**config.mk**
```make
export PLATFORM = sky130hd
export DESIGN_NAME = uart_rx_brk
export DESIGN_NICKNAME = d
export VERILOG_FILES = /design/src/rtl/uart_rx_pkg.sv /design/src/rtl/rx_sampler.sv /design/src/rtl/rx_fifo.sv /design/src/rtl/uart_rx_brk.sv
export SDC_FILE = /design/constraint.sdc
export NUM_CORES = 1
export LEC_CHECK = 0
export CAP_MARGIN = 0
export CELL_PAD_IN_SITES_DETAIL_PLACEMENT = 2
export CELL_PAD_IN_SITES_GLOBAL_PLACEMENT = 2
export CORE_UTILIZATION = 25
export CTS_BUF_LIST = sky130_fd_sc_hd__clkbuf_8 sky130_fd_sc_hd__clkbuf_16
export DETAILED_ROUTE_END_ITERATION = 16
export GPL_TIMING_DRIVEN = 0
export PLACE_DENSITY_LB_ADDON = 0.1
export SLEW_MARGIN = 20
export SYNTH_ARGS = -nofsm -noshare
export SYNTH_HDL_FRONTEND = slang
export SYNTH_SLANG_ARGS = --single-unit
```
**constraint.sdc**
```tcl
create_clock -name clk -period 4.1 [get_ports clk]
set_clock_uncertainty 0.1 [all_clocks]
set_input_delay 0.82 -clock clk [delete_from_list [all_inputs] [get_ports clk]]
set_output_delay 0.82 -clock clk [all_outputs]
set_load 0.02 [all_outputs]
```
**src/rtl/uart_rx_pkg.sv**
```systemverilog
package uart_rx_pkg;
    typedef enum logic [2:0] {
        RX_IDLE,
        RX_START,
        RX_DATA,
        RX_PAR,
        RX_STOP,
        RX_BRKWAIT
    } rx_state_e;

    typedef struct packed {
        logic [7:0] data;
        logic       brk;
        logic       fe;
        logic       pe;
    } rx_entry_t;
endpackage

```
**src/rtl/rx_sampler.sv**
```systemverilog
module rx_sampler
    import uart_rx_pkg::*;
#(
    parameter int OSR = 16
) (
    input  logic      clk,
    input  logic      rst_n,
    input  logic      os_tick,
    input  logic      rxd,
    input  logic [1:0] char_len,
    input  logic      par_en,
    input  logic      par_odd,
    output logic      push,
    output rx_entry_t entry,
    output logic      brk_start,
    output logic      brk_end,
    output logic      lockout
);
    localparam int CW = $clog2(OSR);
    localparam logic [CW-1:0] MID  = CW'(OSR / 2 - 1);
    localparam logic [CW-1:0] LAST = CW'(OSR - 1);

    typedef struct packed {
        logic [1:0]    sync;
        rx_state_e     st;
        logic [CW-1:0] cnt;
        logic [2:0]    bidx;
        logic [7:0]    data;
        logic          par_bit;
    } smp_t;

    smp_t s_d, s_q;
    logic       rx;
    logic [3:0] nbits;
    logic       is_brk;

    assign rx    = s_q.sync[1];
    assign nbits = 4'd5 + {2'b00, char_len};

    always_comb begin
        s_d       = s_q;
        push      = 1'b0;
        entry     = '0;
        brk_start = 1'b0;
        brk_end   = 1'b0;
        is_brk    = 1'b0;
        s_d.sync  = {s_q.sync[0], rxd};
        if (os_tick) begin
            unique case (s_q.st)
                RX_IDLE: begin
                    if (!rx) begin
                        s_d.st  = RX_START;
                        s_d.cnt = '0;
                    end
                end
                RX_START: begin
                    if (s_q.cnt == MID) begin
                        s_d.cnt = '0;
                        if (!rx) begin
                            s_d.st      = RX_DATA;
                            s_d.bidx    = '0;
                            s_d.data    = '0;
                            s_d.par_bit = 1'b0;
                        end else begin
                            s_d.st = RX_IDLE;
                        end
                    end else begin
                        s_d.cnt = s_q.cnt + 1'b1;
                    end
                end
                RX_DATA: begin
                    if (s_q.cnt == LAST) begin
                        s_d.cnt             = '0;
                        s_d.data[s_q.bidx]  = rx;
                        if ({1'b0, s_q.bidx} == nbits - 4'd1) begin
                            s_d.st = par_en ? RX_PAR : RX_STOP;
                        end else begin
                            s_d.bidx = s_q.bidx + 1'b1;
                        end
                    end else begin
                        s_d.cnt = s_q.cnt + 1'b1;
                    end
                end
                RX_PAR: begin
                    if (s_q.cnt == LAST) begin
                        s_d.cnt     = '0;
                        s_d.par_bit = rx;
                        s_d.st      = RX_STOP;
                    end else begin
                        s_d.cnt = s_q.cnt + 1'b1;
                    end
                end
                RX_STOP: begin
                    if (s_q.cnt == LAST) begin
                        is_brk     = (s_q.data == 8'h00) && !s_q.par_bit && !rx;
                        push       = 1'b1;
                        entry.data = s_q.data;
                        entry.brk  = is_brk;
                        entry.fe   = !rx && !is_brk;
                        entry.pe   = par_en && !is_brk && (^{s_q.data, s_q.par_bit, par_odd});
                        s_d.cnt    = '0;
                        if (is_brk) begin
                            brk_start = 1'b1;
                            s_d.st    = RX_BRKWAIT;
                        end else begin
                            s_d.st = RX_IDLE;
                        end
                    end else begin
                        s_d.cnt = s_q.cnt + 1'b1;
                    end
                end
                RX_BRKWAIT: begin
                    if (rx) begin
                        if (s_q.cnt == MID) begin
                            brk_end = 1'b1;
                            s_d.cnt = '0;
                            s_d.st  = RX_IDLE;
                        end else begin
                            s_d.cnt = s_q.cnt + 1'b1;
                        end
                    end else begin
                        s_d.cnt = '0;
                    end
                end
                default: s_d.st = RX_IDLE;
            endcase
        end
    end

    assign lockout = (s_q.st == RX_BRKWAIT);

    always_ff @(posedge clk or negedge rst_n) begin
        if (!rst_n) begin
            s_q      <= '0;
            s_q.sync <= 2'b11;
            s_q.st   <= RX_IDLE;
        end else begin
            s_q <= s_d;
        end
    end
endmodule

```
**src/rtl/rx_fifo.sv**
```systemverilog
module rx_fifo
    import uart_rx_pkg::*;
#(
    parameter int DEPTH = 8
) (
    input  logic      clk,
    input  logic      rst_n,
    input  logic      push,
    input  rx_entry_t din,
    input  logic      pop,
    output rx_entry_t dout,
    output logic      empty,
    output logic      full
);
    localparam int PW = $clog2(DEPTH);
    localparam int NW = $clog2(DEPTH + 1);
    localparam logic [PW-1:0] PLAST = PW'(DEPTH - 1);
    localparam logic [NW-1:0] NFULL = NW'(DEPTH);

    typedef struct packed {
        rx_entry_t [DEPTH-1:0] mem;
        logic [PW-1:0]         wp;
        logic [PW-1:0]         rp;
        logic [NW-1:0]         cnt;
    } fifo_t;

    fifo_t f_d, f_q;
    logic  do_push, do_pop;

    assign empty   = (f_q.cnt == '0);
    assign full    = (f_q.cnt == NFULL);
    assign do_push = push && !full;
    assign do_pop  = pop && !empty;
    assign dout    = f_q.mem[f_q.rp];

    always_comb begin
        f_d = f_q;
        if (do_push) begin
            f_d.mem[f_q.wp] = din;
            f_d.wp          = (f_q.wp == PLAST) ? '0 : f_q.wp + 1'b1;
        end
        if (do_pop) begin
            f_d.rp = (f_q.rp == PLAST) ? '0 : f_q.rp + 1'b1;
        end
        case ({do_push, do_pop})
            2'b10:   f_d.cnt = f_q.cnt + 1'b1;
            2'b01:   f_d.cnt = f_q.cnt - 1'b1;
            default: f_d.cnt = f_q.cnt;
        endcase
    end

    always_ff @(posedge clk or negedge rst_n) begin
        if (!rst_n) f_q <= '0;
        else        f_q <= f_d;
    end
endmodule

```
**src/rtl/uart_rx_brk.sv**
```systemverilog
module uart_rx_brk
    import uart_rx_pkg::*;
#(
    parameter int OSR   = 16,
    parameter int DEPTH = 8
) (
    input  logic       clk,
    input  logic       rst_n,
    input  logic       os_tick,
    input  logic       rxd,
    input  logic [1:0] char_len,
    input  logic       par_en,
    input  logic       par_odd,
    input  logic       pop,
    input  logic       cmd_reset_err,
    input  logic       cmd_reset_brk,
    output logic [7:0] rd_data,
    output logic [7:0] status,
    output logic       brk_change
);
    typedef struct packed {
        logic ovr;
        logic bchg;
    } flags_t;

    flags_t    r_d, r_q;
    logic      smp_push, brk_start, brk_end, lockout, brk_evt;
    rx_entry_t smp_entry, head;
    logic      q_empty, q_full;

    rx_sampler #(.OSR(OSR)) u_smp (
        .clk       (clk),
        .rst_n     (rst_n),
        .os_tick   (os_tick),
        .rxd       (rxd),
        .char_len  (char_len),
        .par_en    (par_en),
        .par_odd   (par_odd),
        .push      (smp_push),
        .entry     (smp_entry),
        .brk_start (brk_start),
        .brk_end   (brk_end),
        .lockout   (lockout)
    );

    rx_fifo #(.DEPTH(DEPTH)) u_fifo (
        .clk   (clk),
        .rst_n (rst_n),
        .push  (smp_push),
        .din   (smp_entry),
        .pop   (pop),
        .dout  (head),
        .empty (q_empty),
        .full  (q_full)
    );

    assign brk_evt = brk_start || brk_end;

    always_comb begin
        r_d = r_q;
        if (cmd_reset_err)      r_d.ovr  = 1'b0;
        if (smp_push && q_full) r_d.ovr  = 1'b1;
        if (cmd_reset_brk)      r_d.bchg = 1'b0;
        if (brk_evt)            r_d.bchg = 1'b1;
    end

    always_ff @(posedge clk or negedge rst_n) begin
        if (!rst_n) r_q <= '0;
        else        r_q <= r_d;
    end

    assign rd_data    = head.data;
    assign brk_change = r_q.bchg;
    assign status     = {head.brk && !q_empty, head.fe && !q_empty, head.pe && !q_empty,
                         r_q.ovr, 2'b00, q_full, !q_empty};
endmodule

```
**Word level (Yosys, flattened, before mapping)**

Index checks and enable logic that the tools add are counted.

- Register bits after elaboration: 121
- Bits in latches: 0
- Memory bits (writable): 0
- Bits in read-only memories: 0
- Input bits: 11
- Output and inout port bits: 17
- Logic and storage cells: 166
- Memories: 0

- Add/subtract/negate cells: 8
- $mul: 0
- Divide/modulo/power cells: 0
- Magnitude comparators: 5
- Equal/unequal tests: 23
- Shift operators: 0
- Mux-type cells: 52
- Bitwise logic cells: 0
- Reductions and logical operators: 35

Operators by type and width:

| operator | count |
|---|---|
| $bwmux 88 | 1 |
| $mux 11 | 6 |
| $mux 3 | 12 |
| $bmux 11 s3 | 1 |
| $demux 11 s3 | 1 |
| $mux 12 | 2 |
| $pmux 11 s2 | 1 |
| $pmux 3 s6 | 1 |
| $mux 1 | 17 |
| $pmux 4 s4 | 1 |
| $ne 2x1->1 const B | 7 |
| $logic_and 1x1->1 | 13 |
| $eq 3x3->1 const B | 4 |
| $lt 3x4->1 const B | 3 |
| $mux 4 | 3 |
| $reduce_and 5->1 | 2 |
| $reduce_bool 2->1 | 5 |
| $reduce_xor 10->1 | 1 |
| $add 3x1->3 const B | 3 |
| $reduce_and 9->1 | 1 |
| $add 4x1->4 const B | 2 |
| $bwmux 8 | 1 |
| $eq 4x4->1 const B | 2 |
| $logic_not 8->1 | 1 |
| other kinds (23) | 32 |

**Logic depth before layout (Yosys ltp)**

Gate-level depths: netlist (run 1).

- Word-level depth: 10
- Depth in mapped cells: 12
- Depth with buffers taken out: 11

**Cells and area by module**

A second synthesis (run 1) with hierarchy kept.

- Cells, all modules: 493
- Area total of the unflattened synthesis: 6,366.1 um^2

By module, submodules not included:

| module | times used | cells an instance | area an instance (um^2) | seq. area each (um^2) |
|---|---|---|---|---|
| rx_fifo | 1 | 288 | 4,630.7 | 2,452.4 |
| rx_sampler | 1 | 189 | 1,607.8 | 528.0 |
| uart_rx_brk | 1 | 16 | 127.6 | 50.0 |

**Worst setup path after synthesis (run 1)**

OpenSTA, ideal clock, no wires.

- Kind: register -> register
- Start: reg u_fifo.f_q[1] (netlist name)
- End: reg u_fifo.f_q[2] (netlist name)
- Setup time: 0.126 ns
- Arrival: 2.511 ns
- Data required time: 3.874 ns
- Path slack: 1.363 ns
- Cell stages (with the launch flop): 13
- Path buffers: 1
- Clock period less this slack: 2.737 ns
- Cell sequence: dfrtp_1 > clkbuf_1 > nor4_1 > inv_1 > nand2_1 > inv_1 > ha_1 > xor2_1 > ha_1 > a21oi_1 > xor2_1 > nor2_1 > xor2_1

- Longest elaborated chain between the ends: 5
- Elaborated cells between the ends (all ways): 12
- Those cells by class: 2 x add/sub; 3 x eq/ne; 1 x mux; 6 x reduce/logical

Ends and longest elaborated chain:

| element | line | source |
|---|---|---|
| start: declaration | rx_fifo.sv:27 | `fifo_t f_d, f_q;` |
| start signal: assignment | rx_fifo.sv:53 | `if (!rst_n) f_q <= '0;` |
| start signal: assignment | rx_fifo.sv:54 | `else f_q <= f_d;` |
| $logic_not 4->1 (*) | rx_fifo.sv:30 | `assign empty = (f_q.cnt == '0);` |
| $logic_not 1->1 (*) | n/a |  |
| via status[0] | uart_rx_brk.sv:18 | `output logic [7:0] status,` |
| $logic_and 1x1->1 (*) | rx_fifo.sv:33 | `assign do_pop = pop && !empty;` |
| via u_fifo.do_pop | rx_fifo.sv:28 | `logic do_push, do_pop;` |
| $eq 2x1->1 / $eq 2x2->1 (equally long branches) | rx_fifo.sv:45 | `case ({do_push, do_pop})` |
| $pmux 4 s2 / $reduce_bool 2->1 (equally long branches) | n/a |  |

The timed path passes the listed nets; every way through them passes the cells marked *.
A chain may end at the register's enable or synchronous reset.

**Worst setup path after layout (run 1)**

- Start: reg u_fifo.f_q[5] (netlist name)
- End: out status[7]

- Longest elaborated chain between the ends: 3

Ends and longest elaborated chain:

| element | line | source |
|---|---|---|
| $bmux 11 s3 | rx_fifo.sv:34 | `assign dout = f_q.mem[f_q.rp];` |
| $mux 11 (not written as such) | rx_fifo.sv:34 |  |
| $logic_and 1x1->1 | uart_rx_brk.sv:74 | `assign status = {head.brk && !q_empty, head.fe && !q_empty, head.pe && !q_empty,` |
| end: declaration | uart_rx_brk.sv:18 |  |

Every way passes these cells. The select of a mux whose other input is x is not followed.

==> impl_metrics.py, run 1 <==
metrics = {
    "synth": {
        "synth-seq-area-share_pct": 49.43,
        "netlist_top_cells_area": "dfrtp_1 (49%), mux2_2 (14%), mux4_2 (8.1%), ha_1 (2.7%), mux2_1 (2.4%)",
        "postSynthCellCount": 477,
        "synthArstFlopShare_pct": 100.0,
        "synth_most_common_cell": "dfrtp_1",
        "synth.avg_cell_area_sq_um": 12.85,
        "synthFlopType": "dfrtp_1",
        "synth_seq_cells": 121,
        "synth_edf_count": 0,
        "yosysTopAreaCell": "dfrtp_1",
        "synth_common_cells": "dfrtp_1 (119), mux2_2 (78), nor2_1 (27)",
        "yosys.area.top_type_share_pct": 48.57,
        "synth_cell_types": 53,
        "synthesis.area_sq_um": 6131,
        "ys_warn_count": 0,
    },
    "grt": {
        "gr-total-overflow": 0,
        "grt_antenna_before_repair": 0,
        "grt_pass1_wl_mm": 26.99,
        "grt_pass1_vias": 4484,
        "grtUsageTotal_pct": 14.77,
        "grt_max_degree": 95,
    },
    "setup_path": {
        "critPathMaxStageDelay_ns": 0.69,
        "arrival_ns": 3.01,
        "startpoint_type": "flip-flop",
        "crit_slowest_cell": "buf_1",
        "critPathRequiredTime_ns": 3.18,
        "end_kind": "output pin",
        "worstPathCellList": "buf_1 -> mux4_2 -> mux2i_1 -> nor2_1 -> clkdlybuf4s50_1",
        "cp_max_fo": 10,
        "path_class": "reg2out",
    },
    "sta": {
        "relSlewSlack_pct": 35.63,
        "tightest_slew_ns": 0.9656,
        "setup_viol": 0,
        "period_share_pct": 95.75,
        "slew_violations": 0,
        "timing.fmax_mhz": 254.7,
        "fin_setup_tns_ns": 0,
        "min_period_ns": 3.926,
        "finalHoldViolations": 0,
        "rsz0062_at_grt": "no",
    },
    "layout": {
        "syn_to_final_growth_pct": 21.69,
        "layout-drive-gt1-share_pct": 31.16,
        "fin_cells": 855,
        "diodes": 0,
        "layout.nets": 547,
    },
    "route": {
        "antenna_left": 0,
        "wl_per_cell_um": 19.54,
        "wirelength_mm": 16.70,
        "dr.pass1.iters": 6,
        "viasPerCell": 4.642,
        "drtIter0Drc": 147,
        "drcViolationCount": 0,
        "num_vias": 3969,
    },
    "placement": {
        "place.gp.congestion": 0.7220,
        "dp.cells": 823,
        "port_buffers": 25,
        "hpwl_mm": 11.16,
    },
    "clocking": {
        "cts_tree": "yes",
        "ctsRootBufferMaster": "clkbuf_16",
        "cts_setup_buffers": 0,
        "h-tree-depth": 4,
        "clk_pin_slew_ns": 0.06,
        "cts-buffers-inserted": 17,
        "clock-sinks": 121,
        "clockBufferDepth": 2,
        "insertion_delay_ns": 0.42,
    },
    "pwr": {
        "p_switching_uw": 751.1,
        "internal_power_uw": 2336,
        "power_density_nw_per_um2": 413.7,
        "swShare_pct": 24.33,
        "pwr-share-comb_pct": 6.8,
        "seqPwrFrac_pct": 40.4,
        "p_leak_uw": 0.003366,
        "ir_drop_uv": 206.8,
        "total_power_uw": 3087,
        "clkPwrFrac_pct": 52.8,
    },
    "floorplan": {
        "rows": 56,
        "coreArea_sq_um": 23750,
        "die_w_um": 158.6,
        "fp.dieH_um": 158.6,
        "dieArea_sq_um": 25150,
        "pin_count": 28,
        "start_util_pct": 25.81,
    },
    "run": {
        "max-cap-violations": 0,
    },
    "worst_hold_path": {
        "hold_class": "in2async",
    },
    "run_status": {
        "status": "finished, final reports clean",
    },
}
[what timing repair did]
action                                  4_1_cts  5_1_grt
gates resized for setup                       1        3
endpoints found under the setup margin        1        9
endpoints found under the hold margin         0        0
hold buffers                                  0        0
[cells by family (layout without fill, tap and decap cells)]
family,Yosys count,count (layout),share of synthesized area [%]
fa+ha+maj,13,13,2.653
compound gates,52,52,5.551
mux,126,126,27.65
xor+xnor,13,13,1.857
flops,121,121,49.43
other cells,1,2,0.06117
simple gates,103,103,9.184
buf+inv,48,106,3.612
[sequential cells by signal, summed over array words and instances (netlist names)]
name        cells
u_smp.s_q      19
u_smp.rx        1
u_fifo.f_q     98
brk_change      1
u_smp.s_d       1
status          1
[final timing paths]
check                               from            end  slack, ns  depth (start not counted)
min reg2reg                u_smp.s_d[20]       u_smp.rx       0.26                          0
max reg2reg                u_fifo.f_q[1]  u_fifo.f_q[2]       0.77                         12
min in group clk           u_smp.s_d[20]       u_smp.rx       0.26                          0
max in group asynchronous          rst_n   u_smp.s_q[7]       2.99                          2
min                                rst_n  u_fifo.f_q[2]       0.14                          1
max                        u_fifo.f_q[5]      status[7]       0.17                          5
[area by class of cell]
type,instances,area (sq um)
fillers,2487,16290
flip-flops and latches,121,3030
multi-input cells,309,2888
clock buffers,18,439.2
well taps,319,399.1
repair buffers,26,282.8
clock inverters,14,193.9
plain buffers,29,156.4
inverters,19,71.32
[critical path, delay by kind of cell, from the launching register on]
family | cells | cell delay, ns
buf+inv | 2 | 1.27
mux | 2 | 0.72
flops | 1 | 0.49
simple gates | 1 | 0.09
[per-layer routing]
metal  GRT usage, %  up-vias  part of all wire, %
li1               -     1823                    -
met1          19.13     2093                   48
met2          24.37       36                   49
met3          3.048       17                  2.2
met4          5.037        0                  1.4
met5              0        -                    0
[per-stage QoR]
stage / utilization (%) / setup slack [ns] / hold WS [ns] / cell area [sq um]
after floorplan: - / 1.363 / 0.2452 / 6135
after global placement: 28.56 / -3.040 / 0.2475 / 6784
after detailed placement: 28.70 / 0.4094 / 0.2491 / 6817
after CTS: 31.37 / 0.004646 / 0.1280 / 7452
after global routing: 31.41 / 0.02022 / 0.1370 / 7461
final: 31.41 / 0.1742 / 0.1421 / 7461
[power groups by stage]
stage	Combinational (uW)	Clock, uW	Sequential (uW)
after CTS	215	1680	1250
after global routing	238	1720	1250
after global placement	203	0	1270
final	211	1630	1250
after floorplan	132	0	1260
after detailed placement	215	0	1270
[cell usage in the layout, fill, tap and decap left out, types with 17 or more instances in the layout]
master           synthesis  layout
nand2_1                 17      17
o21ai_0                 20      20
clkbuf_16                0      17
mux2_2                  78      78
clkdlybuf4s50_1          0      24
dfrtp_1                119     119
mux4_2                  22      22
nor2_1                  27      27
inv_1                   19      19
(Power assumes the default switching activity.)
==> run 2, diff against run 1 <==
--- a/config.mk
+++ b/config.mk
@@ -5,7 +5,7 @@
 export SDC_FILE = /design/constraint.sdc
 export NUM_CORES = 1
 export LEC_CHECK = 0
-export CAP_MARGIN = 0
+export CAP_MARGIN = 20
 export CELL_PAD_IN_SITES_DETAIL_PLACEMENT = 2
 export CELL_PAD_IN_SITES_GLOBAL_PLACEMENT = 2
 export CORE_UTILIZATION = 25
==> constraint.sdc (replaced) <==
create_clock -name clk -period 3.8 [get_ports clk]
set_clock_uncertainty 0.1 [all_clocks]
set_input_delay 0.76 -clock clk [delete_from_list [all_inputs] [get_ports clk]]
set_output_delay 0.76 -clock clk [all_outputs]
set_load 0.005 [all_outputs]
==> impl_metrics.py, run 2 (synthesis results as in run 1) <==
metrics = {
    "clocking": {
        "cts_tree": "yes",
        "insertion_delay_ns": 0.42,
        "cts_hold_buf": 0,
        "clock-sinks": 121,
        "h-tree-depth": 4,
        "ctsRootBufferMaster": "clkbuf_16",
        "cts-buffers-inserted": 17,
        "cts_resized": 5,
        "clk_pin_slew_ns": 0.06,
        "cts_setup_buffers": 0,
        "clockBufferDepth": 2,
    },
    "layout": {
        "largest_register": "u_fifo.f_q",
        "largest_reg_flops": 98,
        "regArea_sq_um": 3030,
        "layout.nets": 547,
        "largest_registers": "u_fifo.f_q (98), u_smp.s_q (19)",
        "fillers": 2486,
        "final_cell_mix": "dfrtp_1 (119), mux2_2 (78), nor2_1 (27)",
        "syn_to_final_growth_pct": 21.82,
        "multi_input_area_sq_um": 2888,
        "mostFrequentLayoutCell": "dfrtp_1",
        "diodes": 0,
        "layout-drive-gt1-share_pct": 31.34,
        "stdcell_area_sq_um": 7468,
    },
    "sta": {
        "setup_viol": 0,
        "fin_ws_ns": 0.1756,
        "slew_violations": 0,
        "fin_setup_tns_ns": 0,
        "fin_hold_ws_ns": 0.08289,
        "period_share_pct": 95.38,
        "rsz0062_at_grt": "no",
        "min_period_ns": 3.624,
        "relSlewSlack_pct": 35.75,
        "finalHoldViolations": 0,
        "timing.fmax_mhz": 275.9,
        "tightest_slew_ns": 0.9637,
    },
    "pwr": {
        "ir_drop_uv": 222.4,
        "seqPwrFrac_pct": 40.4,
        "internal_power_uw": 2520,
        "pwr-share-comb_pct": 6.8,
        "power_density_nw_per_um2": 445.6,
        "p_switching_uw": 807.9,
        "swShare_pct": 24.28,
        "p_leak_uw": 0.003369,
        "clkPwrFrac_pct": 52.8,
        "total_power_uw": 3328,
    },
    "grt": {
        "grt_antenna_before_repair": 0,
        "grtUsageTotal_pct": 14.77,
        "grt_pass1_wl_mm": 26.99,
        "gr-total-overflow": 0,
        "grt_max_degree": 95,
        "grt_pass1_vias": 4483,
    },
    "route": {
        "wirelength_mm": 16.70,
        "viasPerCell": 4.648,
        "wl_per_cell_um": 19.53,
        "drcViolationCount": 0,
        "num_vias": 3974,
        "antenna_left": 0,
        "drtIter0Drc": 152,
        "dr.pass1.iters": 6,
    },
    "placement": {
        "port_buffers": 25,
        "pre_cts_slack_ns": 0.2612,
        "place.gp.congestion": 0.7220,
        "placed_area_sq_um": 6817,
        "hpwl_mm": 11.16,
    },
    "setup_path": {
        "crit_slowest_cell": "clkbuf_1",
        "crit_family": "buffers and inverters",
        "critPathMaxStageDelay_ns": 0.66,
        "arrival_ns": 2.76,
        "startpoint_type": "flip-flop",
        "timing.critical_path.buf_inv": 2,
        "end_kind": "output pin",
        "worstPathCellList": "clkbuf_1 -> mux4_2 -> mux2_2 -> clkdlybuf4s50_1",
        "path_class": "reg2out",
        "cp_max_fo": 10,
        "critPathRequiredTime_ns": 2.94,
    },
    "floorplan": {
        "pin_count": 28,
        "die_w_um": 158.6,
        "rows": 56,
        "coreArea_sq_um": 23750,
        "fp.dieH_um": 158.6,
        "dieArea_sq_um": 25150,
        "start_util_pct": 25.81,
    },
    "run": {
        "max-cap-violations": 0,
    },
    "run_status": {
        "status": "finished, final reports clean",
    },
    "worst_hold_path": {
        "hold_class": "in2async",
    },
}
-- run 2: final cells by class --
type / instances / area share, %
buffer: 29 / 2.195
clock buffer: 18 / 5.880
clock inverter: 14 / 2.597
inverter: 19 / 0.9549
multi-input combinational: 309 / 38.67
sequential: 121 / 40.58
tap: 319 / 5.344
timing repair buffer: 26 / 3.786
-- run 2: final timing paths --
| check | start | endpoint | depth (start not counted) | slack, ns |
|---|---|---|---|---|
| min reg2reg | u_smp.s_d[20] | u_smp.rx | 0 | 0.26 |
| max | u_fifo.f_q[5] | rd_data[0] | 4 | 0.18 |
| max reg2reg | u_fifo.f_q[1] | u_fifo.f_q[2] | 12 | 0.48 |
| max in group asynchronous | rst_n | u_smp.s_q[7] | 2 | 2.74 |
| min in group clk | u_smp.s_d[20] | u_smp.rx | 0 | 0.26 |
| min | rst_n | u_fifo.f_q[2] | 1 | 0.08 |
-- run 2: stage by stage --
step,instances,util [%]
detailed placement,823,28.70
CTS,855,31.42
global placement,822,28.56
floorplan,478,-
global route,855,31.44
finish,855,31.44
-- run 2: layer usage --
| layer | vias to the layer above | track usage [%] | part of all wire (%) |
|---|---|---|---|
| li1 | 1823 | - | - |
| met3 | 17 | 3.048 | 2.1 |
| met2 | 36 | 24.37 | 49 |
| met5 | - | 0 | 0 |
| met4 | 0 | 5.037 | 1.4 |
| met1 | 2098 | 19.15 | 48 |
-- run 2: power groups by stage --
stage	Combinational [uW]	Sequential, uW	Clock [uW]
CTS	231	1340	1810
global placement	217	1370	0
finish	226	1340	1760
detailed placement	230	1370	0
global route	255	1350	1860
floorplan	141	1360	0
-- run 2: worst reg2reg max path, cell delays in order, from the launching register on --
cell and delay [ns]:
dfrtp_1 0.35, clkbuf_1 0.18, nor4_1 0.85, inv_1 0.14
nand2_1 0.29, inv_1 0.11, ha_1 0.29, xor2_1 0.17
ha_1 0.18, a21oi_1 0.16, xor2_1 0.17, nor2_1 0.07
xor2_1 0.14
==> run 3, diff against run 2 <==
--- a/config.mk
+++ b/config.mk
@@ -8,12 +8,12 @@
 export CAP_MARGIN = 20
 export CELL_PAD_IN_SITES_DETAIL_PLACEMENT = 2
 export CELL_PAD_IN_SITES_GLOBAL_PLACEMENT = 2
-export CORE_UTILIZATION = 25
+export CORE_UTILIZATION = 40
 export CTS_BUF_LIST = sky130_fd_sc_hd__clkbuf_8 sky130_fd_sc_hd__clkbuf_16
 export DETAILED_ROUTE_END_ITERATION = 16
 export GPL_TIMING_DRIVEN = 0
 export PLACE_DENSITY_LB_ADDON = 0.1
-export SLEW_MARGIN = 20
+export SLEW_MARGIN = 40
 export SYNTH_ARGS = -nofsm -noshare
 export SYNTH_HDL_FRONTEND = slang
 export SYNTH_SLANG_ARGS = --single-unit
==> impl_metrics.py, run 3 (synthesis results as in run 1) <==
metrics = {
    "clocking": {
        "clock-sinks": 121,
        "insertion_delay_ns": 0.43,
        "cts_tree": "yes",
        "h-tree-depth": 4,
        "ctsRootBufferMaster": "clkbuf_16",
        "clk_pin_slew_ns": 0.05,
        "cts-buffers-inserted": 17,
        "clockBufferDepth": 2,
        "cts_hold_buf": 0,
    },
    "layout": {
        "syn_to_final_growth_pct": 19.12,
        "layout-drive-gt1-share_pct": 31.16,
        "fin_cells": 720,
        "fin_util_pct": 49.50,
        "regArea_sq_um": 3030,
        "largest_reg_flops": 98,
        "final_cell_mix": "dfrtp_1 (119), mux2_2 (78), nor2_1 (27)",
        "fillers": 1449,
        "multi_input_area_sq_um": 2894,
        "largest_register": "u_fifo.f_q",
        "largest_registers": "u_fifo.f_q (98), u_smp.s_q (19)",
        "layout.nets": 547,
        "stdcell_area_sq_um": 7303,
        "mostFrequentLayoutCell": "dfrtp_1",
        "diodes": 0,
    },
    "floorplan": {
        "dieArea_sq_um": 15830,
        "rows": 44,
        "die_w_um": 125.8,
        "start_util_pct": 41.55,
        "pin_count": 28,
        "coreArea_sq_um": 14750,
        "fp.dieH_um": 125.8,
    },
    "pwr": {
        "pwr-share-comb_pct": 6.8,
        "seqPwrFrac_pct": 40.7,
        "clkPwrFrac_pct": 52.5,
        "p_switching_uw": 761.5,
        "ir_drop_uv": 333.9,
        "swShare_pct": 23.00,
        "internal_power_uw": 2549,
        "total_power_uw": 3311,
        "p_leak_uw": 0.003385,
        "power_density_nw_per_um2": 453.3,
    },
    "placement": {
        "dp.cells": 688,
        "place.gp.congestion": 0.7684,
        "port_buffers": 25,
        "placed_area_sq_um": 6654,
        "hpwl_mm": 10.24,
    },
    "grt": {
        "grt_pass1_vias": 4590,
        "grt_pass1_wl_mm": 26.16,
        "gr-total-overflow": 0,
        "grt_max_degree": 71,
        "grt_antenna_before_repair": 0,
        "grtUsageTotal_pct": 22.27,
    },
    "sta": {
        "tightest_slew_ns": 0.8494,
        "setup_viol": 0,
        "timing.fmax_mhz": 271.4,
        "slew_violations": 0,
        "relSlewSlack_pct": 43.37,
        "period_share_pct": 96.95,
        "finalHoldViolations": 0,
        "fin_setup_tns_ns": 0,
        "min_period_ns": 3.684,
        "rsz0062_at_grt": "no",
    },
    "setup_path": {
        "startpoint_type": "flip-flop",
        "cp_max_fo": 10,
        "end_kind": "output pin",
        "regToRegStartpoint": "u_fifo.f_q[1]",
        "rr_worst_depth": 12,
        "r2r_setup_slack_ns": 0.94,
        "arrival_ns": 2.82,
        "r2r-end": "u_fifo.f_q[2]",
        "path_class": "reg2out",
        "critPathRequiredTime_ns": 2.94,
    },
    "route": {
        "antenna_left": 0,
        "drtIter0Drc": 176,
        "drcViolationCount": 0,
        "num_vias": 4052,
        "viasPerCell": 5.628,
        "dr.pass1.iters": 5,
        "wl_per_cell_um": 22.19,
        "wirelength_mm": 15.98,
    },
    "run_status": {
        "status": "finished, final reports clean",
    },
    "worst_hold_path": {
        "hold_class": "in2async",
    },
    "run": {
        "max-cap-violations": 0,
    },
}
==> run 3: changes by cell type in the layout (fill, tap and decap cells not counted), sizes merged <==
cell	previous run	this run
clkbuf	30	36
clkdlybuf4s15	1	0
buf	18	19
bufinv	4	3
clkinv	5	2
clkinvlp	2	1
inv	22	21
==> run 3: area by class of cell <==
class	instances	share of cell area, %
flip-flops and latches	121	41.49
multi-input cells	309	39.63
clock buffers	24	7.144
repair buffers	26	3.872
well taps	184	3.152
plain buffers	29	2.159
clock inverters	8	1.576
inverters	19	0.9765
==> run 3: critical path, stage by stage, from the launching register on <==
cell and delay (ns):
dfrtp_1 0.48, buf_1 0.68, mux4_2 0.41, mux2i_1 0.26, nor2_1 0.09, clkdlybuf4s50_1 0.47
==> run 3: stage by stage <==
step	hold slack, ns	setup WS [ns]
after global placement	0.2474	-3.017
after floorplan	0.2452	1.189
final	0.1443	0.1159
after detailed placement	0.2555	0.3345
after global routing	0.1523	0.05156
after CTS	0.1404	0.06866
==> run 3: how the worst max path moves through the flow <==
stage / to / cells past startpoint / from / slack [ns]
2_1_floorplan: rd_data[0] / 4 / u_fifo.f_q[4] / 1.19
3_3_place_gp: u_fifo.f_q[36] / 1 / rst_n / -3.02
3_5_place_dp: status[7] / 6 / u_fifo.f_q[4] / 0.33
4_1_cts: status[7] / 5 / u_fifo.f_q[5] / 0.07
5_1_grt: status[7] / 5 / u_fifo.f_q[5] / 0.05
6_report: status[7] / 5 / u_fifo.f_q[5] / 0.12
==> run 3: timing repair <==
action / CTS / global route
setup buffers: 0 / 0
endpoints found under the setup margin: 11 / 0
resized for setup: 3 / 0
==> run 3: routing by layer <==
layer  up-vias  global-route usage, %  share of wire [%]
met4         0                  7.938                1.4
met1      2154                  27.37                 44
met5         -                      0                  0
li1       1817                      -                  -
met3        22                  4.673                3.2
met2        59                  38.76                 52
==> run 3: power groups by stage <==
stage / Sequential (uW) / Combinational, uW / Clock (uW)
2_1_floorplan: 1360 / 141 / 0
3_3_place_gp: 1370 / 211 / 0
3_5_place_dp: 1370 / 227 / 0
4_1_cts: 1350 / 232 / 1780
5_1_grt: 1350 / 255 / 1830
6_report: 1350 / 225 / 1740
